===== src/rtl/ttn_pkg.sv =====
package ttn_pkg;
  localparam int MAXIN = 4;
  localparam int NHID  = 3;

  // Sign-magnitude weight code: [2]=negative, [1:0]=magnitude
  typedef logic [2:0] smw_t;

  function automatic int num_in(input int cfg);
    return (cfg == 0) ? 4 : 3;
  endfunction

  function automatic smw_t to_sm(input int v);
    smw_t s;
    s[2]   = (v < 0);
    s[1:0] = 2'((v < 0) ? -v : v);
    return s;
  endfunction

  function automatic int weight(input int cfg, input int layer, input int n, input int i);
    int r [4];
    r = '{0, 0, 0, 0};
    if (cfg == 0 && layer == 0) begin
      case (n)
        0:       r = '{2, 2, 1, -1};
        1:       r = '{2, 1, -1, 0};
        default: r = '{-1, 1, 2, -1};
      endcase
    end else if (cfg == 0) begin
      r = '{2, -2, -2, 0};
    end else if (layer == 0) begin
      case (n)
        0:       r = '{-2, 1, -2, 0};
        1:       r = '{0, 2, 1, 0};
        default: r = '{-2, -2, -2, 0};
      endcase
    end else begin
      r = '{-1, 1, 1, 0};
    end
    return r[i[1:0]];
  endfunction

  function automatic int bias(input int cfg, input int layer, input int n);
    int b;
    if (cfg == 0) b = (layer != 0) ? 1 : (n == 0) ? -3 : (n == 1) ? -1 : -2;
    else          b = (layer != 0) ? -1 : (n == 0) ? 1 : (n == 1) ? -2 : 3;
    return b;
  endfunction

  function automatic logic [MAXIN*3-1:0] row_vec(input int cfg, input int layer, input int n);
    logic [MAXIN*3-1:0] v;
    v = '0;
    for (int i = 0; i < MAXIN; i++) v[3*i +: 3] = to_sm(weight(cfg, layer, n, i));
    return v;
  endfunction
endpackage


===== src/rtl/ttn_neuron.sv =====
module ttn_neuron #(
  parameter int NIN = 4,
  parameter logic [NIN*3-1:0] WV = '0,
  parameter int BIAS = 0
) (
  input  logic [NIN-1:0] a_i,
  output logic           fire_o
);
  int acc;
  logic [1:0] prod;

  always_comb begin
    acc  = BIAS;
    prod = '0;
    for (int i = 0; i < NIN; i++) begin
      prod = {2{a_i[i]}} & WV[3*i +: 2];
      acc  = WV[3*i+2] ? acc - int'(prod) : acc + int'(prod);
    end
    fire_o = (acc >= 0);
  end
endmodule


===== src/rtl/ttn_layer.sv =====
module ttn_layer #(
  parameter int CFG   = 0,
  parameter int LAYER = 0,
  parameter int NIN   = 4,
  parameter int NOUT  = 3
) (
  input  logic            clk,
  input  logic            rst,
  input  logic [NIN-1:0]  a_i,
  output logic [NOUT-1:0] q_o
);
  logic [NOUT-1:0] fire;

  for (genvar n = 0; n < NOUT; n++) begin : g_neuron
    localparam logic [ttn_pkg::MAXIN*3-1:0] FULL = ttn_pkg::row_vec(CFG, LAYER, n);
    ttn_neuron #(
      .NIN (NIN),
      .WV  (FULL[NIN*3-1:0]),
      .BIAS(ttn_pkg::bias(CFG, LAYER, n))
    ) u_neuron (
      .a_i   (a_i),
      .fire_o(fire[n])
    );
  end

  always_ff @(posedge clk) begin
    if (rst) q_o <= '0;
    else     q_o <= fire;
  end
endmodule


===== src/rtl/ttn_net.sv =====
module ttn_net #(
  parameter  int CFG = 0,
  localparam int NIN = ttn_pkg::num_in(CFG)
) (
  input  logic           clk,
  input  logic           rst,
  input  logic [NIN-1:0] x_i,
  output logic [2:0]     h_o,
  output logic           y_o
);
  localparam int NH = ttn_pkg::NHID;
  logic [NH-1:0] hid;
  logic [0:0]    res;

  ttn_layer #(.CFG(CFG), .LAYER(0), .NIN(NIN), .NOUT(NH)) u_hidden (
    .clk(clk), .rst(rst), .a_i(x_i), .q_o(hid)
  );

  ttn_layer #(.CFG(CFG), .LAYER(1), .NIN(NH), .NOUT(1)) u_output (
    .clk(clk), .rst(rst), .a_i(hid), .q_o(res)
  );

  assign h_o = hid;
  assign y_o = res[0];
endmodule


===== config.mk =====
export PLATFORM = sky130hd
export DESIGN_NAME = ttn_net
export DESIGN_NICKNAME = d
export VERILOG_FILES = /design/src/rtl/ttn_pkg.sv /design/src/rtl/ttn_neuron.sv /design/src/rtl/ttn_layer.sv /design/src/rtl/ttn_net.sv
export SDC_FILE = /design/constraint.sdc
export NUM_CORES = 1
export LEC_CHECK = 0
export ABC_AREA = 1
export BUFFER_PORTS_ARGS = -buffer_cell sky130_fd_sc_hd__buf_2
export CORE_AREA = 2 2 39 41
export CTS_CLUSTER_SIZE = 8
export DETAILED_ROUTE_END_ITERATION = 8
export DIE_AREA = 0 0 41 43
export GPL_ROUTABILITY_DRIVEN = 0
export PLACE_DENSITY = 0.46
export SETUP_SLACK_MARGIN = 0.3
export SYNTH_ARGS = -nofsm -noshare
export SYNTH_HDL_FRONTEND = slang
export SYNTH_SLANG_ARGS = --single-unit

===== constraint.sdc =====
create_clock -name clk -period 1.3 [get_ports clk]
set_input_delay 0.26 -clock clk [delete_from_list [all_inputs] [get_ports clk]]
set_output_delay 0.26 -clock clk [all_outputs]
set_load 0.02 [all_outputs]

==> metrics.cfg <==
[finish]
drive_above_1_share_pct=35.14
final_util_pct=21.07
num_antenna_cells=0
final_cell_mix=inv_1, buf_2, a21oi_1, ha_1
finalInstanceArea_um2=291.5
fill_cells=152
area_growth_pct=45.63
fin_nets=49
final_cells=53

[synthesis]
ys_ff_latch=4
ys_types=7
syn_nets=35
seq_area_frac_synth_pct=40.00
synthCells=25
syn_avg_cell_area_um2=8.008
synth_warnings=0
yosysTopAreaCell=dfxtp_1
ys_top_cells_by_area=dfxtp_1, ha_1, inv_1, a21oi_1, nand2_1
syn-cell-area_um2=200.2
yosysTopAreaCellShare_pct=40.00

[cts]
cts_root_buf=clkbuf_4
cts-hold-fix-buffers=0
clock_sinks=4
cts_tree=done
cts-buffers-inserted=3
clock_path_buffers=2
clk_latency_ns=0.23
cts.clk_slew.worst_paths_ns=0.04
htreeDepth=1

[die]
die_h_um=43
core_area_mm2=0.001384
start_util_pct=14.47
rows=14
io_pins=10
die_x_um=41
dieArea_mm2=0.001763

[grt]
grt_start_max_net_pins=4
antenna_found_initial=0
grt_pass1_wl_um=524
grt_pass1_vias=159
grt_use_total_pct=5.216
grt-ovfl-total=0

[run]
max-cap-violations=0

[drt]
num_vias=168
wirelength_um=354
drc=0
routedWlPerCell_um=6.679
ant_nets=0
first_iter_violations=1
vias_per_cell=3.170
drt-pass1-iter-count=2

[power]
p_total_mw=0.3436
ir_drop_mv=0.2061
p_per_area_mw_per_mm2=1179
p_leak_nw=0.1727

[timing]
worstMarginPinSlew_ns=0.1275
min_period_ns=0.9603
rsz0062_at_grt=false
drv_slew=0
finalClockSkew_ns=0.003123
relSlewSlack_pct=91.50
fin_crit_sh_pct=73.87
setup_viol=0
tns_ns=0
hold_viol_final=0
max_freq_mhz=1041

[place]
dp_hpwl_um=298.5
placedInstanceArea_um2=266.5
place_inst=50
port_buffers=9

[critical_path]
cp-end-kind=primary output
worstSetupPathType=flop to primary output
cp-start-kind=flop
cp_cell_sequence=buf_2
path_max_fanout=2
critPathTopFamily=flip-flops
cp_data_required_time_ns=1.04
cp_num_buf_inv=1
crit_slowest_cell=dfxtp_1
worstPathArrival_ns=0.70
critPathMaxStageDelay_ns=0.31

[run_status]
status=complete, no violations

[min_path]
hp-class=input port to flop

[stage by stage]
| stage | setup slack (ns) | hold WS, ns |
|---|---|---|
| 3_3_place_gp | 0.1554 | 0.4453 |
| 6_report | 0.3397 | 0.2121 |
| 5_1_grt | 0.3006 | 0.2061 |
| 2_1_floorplan | 0.3174 | 0.3217 |
| 4_1_cts | 0.3217 | 0.2046 |
| 3_5_place_dp | 0.1401 | 0.4473 |
[flip-flops by register name, indices dropped and copies added, names as in the netlist]
register	flops
u_output.q_o	1
u_hidden.q_o	3
[report_power, final]
group	switching, mW	internal (mW)	leakage [nW]
Sequential	0.00308	0.133	0.0336
Clock	0.0449	0.103	0.0138
Combinational	0.0348	0.0248	0.125
[final timing paths]
path                         from         endpoint  cells past startpoint  slack (ns)
setup / recovery  u_hidden.q_o[2]           h_o[2]                      1        0.34
hold / removal                rst  u_hidden.q_o[0]                      2        0.21
setup reg to reg  u_hidden.q_o[0]     u_output.q_o                      5        0.38
hold reg to reg   u_hidden.q_o[2]     u_output.q_o                      3        0.50
[cells in the mapped netlist (all sizes together)]
master / instances
inv: 8
a21oi: 4
dfxtp: 4
ha: 4
nand2: 2
nor2: 2
nand3: 1
[per-layer routing]
layer,part of all wire (%),vias up,wire [um],global-route usage [%]
met5,0,-,0,0
met4,0,0,0,12.00
met3,9.3,0,33,0
met2,47,7,167,5.938
met1,43,62,152,4.808
li1,-,99,-,-
[what timing repair did]
action | 4_1_cts | 5_1_grt
setup endpoints to repair | 0 | 1
setup buffers | 0 | 0
gates resized for setup | 0 | 1
hold endpoints to repair | 0 | 0
[cells by family (layout without fill, tap and decap cells)]
kind of cell             after synthesis  after routing  share of synthesized area (%)
AND/OR/NAND/NOR                        5              5                          10.00
flip-flops                             4              4                          40.00
buffers and inverters                  8             20                          15.00
AO/OA/AOI/OAI                          4              4                          10.00
adder cells (fa/ha/maj)                4              4                          25.00
[cell type report]
cell class	instances	area, um2	area share [%]
repair buffers	9	47.55	16.31
clock buffers	3	22.52	7.725
flip-flops and latches	4	81.33	27.90
well taps	16	20.02	6.867
inverters	8	30.03	10.30
multi-input cells	13	90.09	30.90
(Power assumes the default switching activity.)
